## config.mk

```make
export PLATFORM = sky130hd
export DESIGN_NAME = offset_lsu
export DESIGN_NICKNAME = d
export VERILOG_FILES = /design/src/rtl/offset_lsu_pkg.sv /design/src/rtl/lsu_regfile.sv /design/src/rtl/lsu_agu.sv /design/src/rtl/lsu_wb_ctrl.sv /design/src/rtl/offset_lsu.sv
export SDC_FILE = /design/constraint.sdc
export NUM_CORES = 1
export LEC_CHECK = 0
export BUFFER_PORTS_ARGS = -buffer_cell sky130_fd_sc_hd__buf_2
export CORE_MARGIN = 3
export CORE_UTILIZATION = 45
export DETAILED_ROUTE_END_ITERATION = 16
export PLACE_DENSITY_LB_ADDON = 0.1
export RECOVER_POWER = 50
export SYNTH_ARGS = -nofsm -noshare
export SYNTH_HDL_FRONTEND = slang
export SYNTH_HIERARCHICAL = 1
export SYNTH_SLANG_ARGS = --single-unit
```

## constraint.sdc

```tcl
create_clock -name clk -period 3.1 [get_ports clk]
set_input_delay 0.155 -clock clk [delete_from_list [all_inputs] [get_ports clk]]
set_output_delay 0.155 -clock clk [all_outputs]
set_load 0.03 [all_outputs]
```

## src/rtl/offset_lsu_pkg.sv

```systemverilog
package offset_lsu_pkg;
    localparam int unsigned LSU_DW   = 16;
    localparam int unsigned LSU_NREG = 4;
    localparam int unsigned LSU_RW   = $clog2(LSU_NREG);

    typedef logic [LSU_DW-1:0] word_t;
    typedef logic [LSU_RW-1:0] ridx_t;

    typedef enum logic {
        OFS_POST = 1'b0,
        OFS_PRE  = 1'b1
    } ofs_mode_e;

    typedef struct packed {
        logic  en;
        ridx_t idx;
        word_t data;
    } wr_port_t;

    function automatic word_t wrap_add(input word_t a, input word_t b);
        return a + b;
    endfunction
endpackage

```

## src/rtl/lsu_regfile.sv

```systemverilog
module lsu_regfile
    import offset_lsu_pkg::*;
(
    input  logic     clk,
    input  logic     rst,
    input  ridx_t    rd_a_idx,
    output word_t    rd_a_data,
    input  ridx_t    rd_b_idx,
    output word_t    rd_b_data,
    input  wr_port_t wr_pri,
    input  wr_port_t wr_sec,
    output logic [LSU_NREG-1:0][LSU_DW-1:0] state_o
);
    word_t q [LSU_NREG];

    for (genvar i = 0; i < LSU_NREG; i++) begin : g_reg
        always_ff @(posedge clk) begin
            if (rst) begin
                q[i] <= '0;
            end else if (wr_pri.en && wr_pri.idx == ridx_t'(i)) begin
                q[i] <= wr_pri.data;
            end else if (wr_sec.en && wr_sec.idx == ridx_t'(i)) begin
                q[i] <= wr_sec.data;
            end
        end
        assign state_o[i] = q[i];
    end

    assign rd_a_data = q[rd_a_idx];
    assign rd_b_data = q[rd_b_idx];
endmodule

```

## src/rtl/lsu_agu.sv

```systemverilog
module lsu_agu
    import offset_lsu_pkg::*;
(
    input  word_t     base_val,
    input  word_t     offset,
    input  ofs_mode_e mode,
    output word_t     addr,
    output word_t     sum
);
    always_comb begin
        sum  = wrap_add(base_val, offset);
        addr = (mode == OFS_PRE) ? sum : base_val;
    end
endmodule

```

## src/rtl/lsu_wb_ctrl.sv

```systemverilog
module lsu_wb_ctrl
    import offset_lsu_pkg::*;
(
    input  logic     fire,
    input  logic     is_store,
    input  logic     base_upd,
    input  ridx_t    dst_idx,
    input  ridx_t    base_idx,
    input  word_t    new_base,
    input  word_t    load_data,
    output wr_port_t wr_load,
    output wr_port_t wr_base
);
    always_comb begin
        wr_load.en   = fire && !is_store;
        wr_load.idx  = dst_idx;
        wr_load.data = load_data;
        wr_base.en   = fire && base_upd;
        wr_base.idx  = base_idx;
        wr_base.data = new_base;
    end
endmodule

```

## src/rtl/offset_lsu.sv

```systemverilog
module offset_lsu
    import offset_lsu_pkg::*;
(
    input  logic        clk,
    input  logic        rst,
    input  logic        cmd_valid,
    output logic        cmd_ready,
    input  logic        cmd_store,
    input  logic        cmd_pre,
    input  logic        cmd_wb,
    input  logic [1:0]  cmd_dst,
    input  logic [1:0]  cmd_base,
    input  logic [15:0] cmd_off,
    output logic        mem_valid,
    input  logic        mem_ready,
    output logic        mem_we,
    output logic [15:0] mem_addr,
    output logic [15:0] mem_wdata,
    input  logic [15:0] mem_rdata
);
    word_t    base_val;
    word_t    src_val;
    word_t    sum_val;
    word_t    addr_val;
    wr_port_t wr_load;
    wr_port_t wr_base;
    logic     fire;
    logic [LSU_NREG-1:0][LSU_DW-1:0] rf_state;

    assign fire = cmd_valid && mem_ready;

    lsu_regfile u_rf (
        .clk       (clk),
        .rst       (rst),
        .rd_a_idx  (cmd_base),
        .rd_a_data (base_val),
        .rd_b_idx  (cmd_dst),
        .rd_b_data (src_val),
        .wr_pri    (wr_load),
        .wr_sec    (wr_base),
        .state_o   (rf_state)
    );

    lsu_agu u_agu (
        .base_val (base_val),
        .offset   (cmd_off),
        .mode     (ofs_mode_e'(cmd_pre)),
        .addr     (addr_val),
        .sum      (sum_val)
    );

    lsu_wb_ctrl u_wb (
        .fire      (fire),
        .is_store  (cmd_store),
        .base_upd  (cmd_wb),
        .dst_idx   (cmd_dst),
        .base_idx  (cmd_base),
        .new_base  (sum_val),
        .load_data (mem_rdata),
        .wr_load   (wr_load),
        .wr_base   (wr_base)
    );

    assign mem_valid = cmd_valid;
    assign cmd_ready = mem_ready;
    assign mem_we    = cmd_valid && cmd_store;
    assign mem_addr  = addr_val;
    assign mem_wdata = src_val;
endmodule

```

After elaboration in Yosys (flattened, before gate mapping)
Memories as Yosys holds them, arrays and structs flattened.
Cells that the tools add are included.
- register bits after elaboration: 0
- memory bits (writable): 64
- output and inout bits: 35
- memories: 1
- memory list (memory ; words ; width ; rd ports ; clocked after memory_dff ; write ports ; RTL line ; source):
    u_rf.q ; 4 ; 16 ; 2 ; 0 ; 4 ; lsu_regfile.sv:14 ; word_t q [LSU_NREG];
- add/sub/neg operators: 1
- equality and inequality tests: 6
- muxes and demuxes: 39
- bitwise operators: 8
- reductions and logical operators: 15
- operator list (cell ; count):
    16-bit 2-to-1 mux ; 9
    1-bit 2-to-1 mux ; 30
    16-bit adder ; 1
    1-bit logical AND ; 12
    2-bit equality test, second input constant ; 4
    1-bit bitwise OR ; 8
    2-bit by 1-bit equality test with 1-bit output, second input constant ; 2
    2-bit logical NOT ; 2
    1-bit logical NOT ; 1

Logic depth before layout (Yosys ltp)
- depth after elaboration: 8
- mapped depth: 12
- mapped depth without buffers: 9

Cells and area by module
The synthesis kept the hierarchy.
- by module, submodules not included (module ; times used ; cells each ; area an instance (um^2) ; sequential area each (um^2)):
    lsu_regfile ; 1 ; 215 ; 3621.0 ; 1921.8
    lsu_agu ; 1 ; 168 ; 1234.9 ; 0.0
    lsu_wb_ctrl ; 1 ; 38 ; 290.3 ; 0.0
    offset_lsu ; 1 ; 4 ; 27.5 ; 0.0

Worst setup path after synthesis
Ideal clock, no wire load.
- path kind: input to register
- from: in cmd_base[0]
- to: mem u_rf/q[0][15] (netlist bit), data pin
- arrival time: 3.052 ns
- required time: 2.844 ns
- setup slack: -0.208 ns
- stages on the path: 12
- buffers on the path: 4
- cell sequence: buf_2 buf_2 mux4_2 ha_1 buf_2 and3_4 and3_1 o32a_1 a21oi_2 xnor3_1 buf_4 a22o_1
- RTL lines (item ; RTL line ; source):
    start, declared ; offset_lsu.sv:12 ; input logic [1:0] cmd_base,
    end, declared ; lsu_regfile.sv:14 ;

==> impl_metrics.json <==
{
  "placed_area_um2": 5859,
  "critPathLaunchType": "flip-flop",
  "yosysMostFrequentCell": "edfxtp_1",
  "synthXorXnorAreaFrac_pct": 1.959,
  "synth_edf_count": 64,
  "grt-ovfl-total": 0,
  "final_max_slew_viol_count": 17,
  "worstHoldPathType": "in -> reg",
  "synth_fp_nets": 484,
  "ys_seq_elements": 64,
  "reg_top3": "u_rf/q: 64 flops",
  "critPathKind": "reg -> out",
  "syn_to_final_growth_pct": 24.33,
  "yosys-top-cells-area": "edfxtp_1 37%, mux4_2 14%, a22o_1 9.1%",
  "synth_fa_ha_area_share_pct": 4.015,
  "synth_mux_area_share_pct": 15.94,
  "coreArea_um2": 11030,
  "p_leak_nw": 2.517,
  "synth_top_family_by_area": "compound AO/OA/AOI/OAI gates",
  "vias_per_cell": 6.266,
  "grt_pass1_wl_mm": 23.88,
  "drv_cap": 1,
  "path_buf_inv": 2,
  "fmax_mhz": 302.9,
  "clock_latency_ns": 0.33,
  "crit_chain": "mux4_2, ha_4, fa_2, a21o_1, a311oi_4, buf_4, o31a_1, xnor2_1, mux2_4, buf_6",
  "synth_top_cell_by_area": "edfxtp_1",
  "ys_seq_area_share_pct": 37.15,
  "fin_area_um2": 6432,
  "synth.distinct_cells": 66,
  "nNetsFinal": 584,
  "die-area_um2": 12820,
  "fin_cells": 670,
  "ys.flop_type": "edfxtp_1",
  "cp_top_family": "multiplexers",
  "cts-buffers-inserted": 9,
  "regMostFlops": "u_rf/q",
  "finalSetupViolCount": 7,
  "synthCells": 425,
  "via_count": 4198,
  "cts_root_buf": "clkbuf_16",
  "yosys-top-cells-count": "64 x edfxtp_1, 54 x a22o_1, 38 x buf_4, 32 x mux4_2, 21 x nor2b_1",
  "worst-slew-pin-transition_ns": 1.527,
  "clkSinkCount": 64,
  "grt_pass1_vias": 4286,
  "fin_skew_ns": 0.005372,
  "ys_warn_count": 6,
  "fp.dieH_um": 113.2,
  "crit_path_end_kind": "output pin",
  "drive_gt1_share_pct": 44.72,
  "hold_viol": 0,
  "pre_cts_ws_ns": -0.07957,
  "layout_setup_ws_ns": -0.2018,
  "synth_top_area_share_pct": 37.15,
  "drt_wl_total_mm": 15.60,
  "pin_count": 78,
  "rsz0062_at_grt": "yes",
  "wl_per_cell_um": 23.28,
  "drcViolationCount": 0,
  "ant_nets": 0,
  "grt_start_max_net_pins": 27,
  "crit_path_max_incr_delay_ns": 0.53,
  "slowest_stage": "mux4_2",
  "gp_congestion": 0.8899,
  "syn_area_per_cell_um2": 12.17,
  "finalCritPeriodShare_pct": 106.5,
  "status": "complete, but fails checks",
  "violations": "max-capacitance violations, max-slew violations, negative setup slack",
  "peakVddDrop_v": 0.0002760,
  "async_flop_share_pct": 0,
  "start_util_pct": 46.90,
  "num_rows": 38,
  "first_iter_violations": 286,
  "max-slew-margin-rel_pct": -1.818,
  "period_minus_slack_ns": 3.302,
  "synthSimpleGateAreaFrac_pct": 11.68,
  "largest_register_ffs": 64,
  "crit_fanout": 3,
  "place_inst": 647,
  "track_usage_pct": 24.82,
  "antenna_found_initial": 0,
  "power_density_nw_per_um2": 500.6,
  "synthesis.area_um2": 5174,
  "chipWidth_um": 113.2,
  "clk_pin_slew_ns": 0.05,
  "ctsHoldBuffers": 0,
  "cts_max_path_buffers": 2,
  "cts_tree": "yes",
  "drtPass1Iterations": 5,
  "h-tree-depth": 3,
  "cp.arrival_ns": 3.15,
  "synth_compound_area_share_pct": 20.36,
  "worstPathRequired_ns": 2.94,
  "dp_hpwl_mm": 10.99,
  "portBuffers": 77,
  "diodes": 0
}
## final cells by class
cell class	count	area, µm²
fillers	943	4598
multi-input cells	290	2984
flip-flops and latches	64	1922
repair buffers	154	1017
clock buffers	9	225.2
well taps	140	175.2
clock inverters	7	86.33
inverters	6	22.52
## where the power goes
part	internal, mW	leakage (nW)	switching [mW]
Sequential	1.00	0.666	0.0198
Clock	0.695	0.153	0.357
Combinational	0.500	1.70	0.647
## routing by layer
| layer | vias up | routed length, µm | global-route usage (%) |
|---|---|---|---|
| li1 | 1886 | - | - |
| met1 | 2110 | 6623 | 32.88 |
| met2 | 173 | 7586 | 41.98 |
| met3 | 29 | 1035 | 3.957 |
| met4 | 0 | 350 | 7.692 |
| met5 | - | 0 | 0 |
## worst paths after layout
kind,from,to,slack [ns],cells past startpoint
min reg2reg,u_rf/q[2][0],u_rf/q[1][0],1.01,3
min,mem_rdata[4],u_rf/q[3][4],0.14,2
max,u_rf/q[3][0],mem_addr[8],-0.20,10
max reg2reg,u_rf/q[3][0],u_rf/q[3][14],0.06,10
## cells by family (layout without fill, tap and decap cells)
group	count (synthesis)	count (layout)
multiplexers	41	41
AND/OR/NAND/NOR	94	94
flip-flops	64	64
XOR/XNOR	10	10
AO/OA/AOI/OAI	129	129
adder cells (fa/ha/maj)	16	16
buffers and inverters	71	176
## timing repair
item	CTS	global route
buffers inserted	5	2
endpoints found under the setup margin	22	18
gates resized for setup	43	14
pin swaps	12	7
## cells in the final DEF (no fill, tap or decap), drive strengths merged, types with 5 or more instances in the layout
master,instances
nor2,7
ha,15
a21oi,19
xnor2,5
nand3,9
mux2,8
buf,130
o21ai,10
edfxtp,64
mux4,32
nor3,7
inv,5
a22o,64
clkbuf,33
clkinv,5
nand2,17
nand3b,5
nor2b,22
## per-stage QoR
| step | utilization (%) | hold WS, ns | power (mW) | setup TNS [ns] |
|---|---|---|---|---|
| floorplan | - | 0.4417 | 1.763 | 0 |
| global placement | 53.12 | 0.4773 | 2.043 | -0.05322 |
| detailed placement | 53.12 | 0.4792 | 2.052 | -0.9025 |
| CTS | 58.29 | 0.1317 | 3.203 | -0.8124 |
| global route | 58.31 | 0.1533 | 3.349 | -1.577 |
| finish | 58.31 | 0.1412 | 3.220 | -1.009 |
Note: power is estimated with default switching activity, not from simulation.
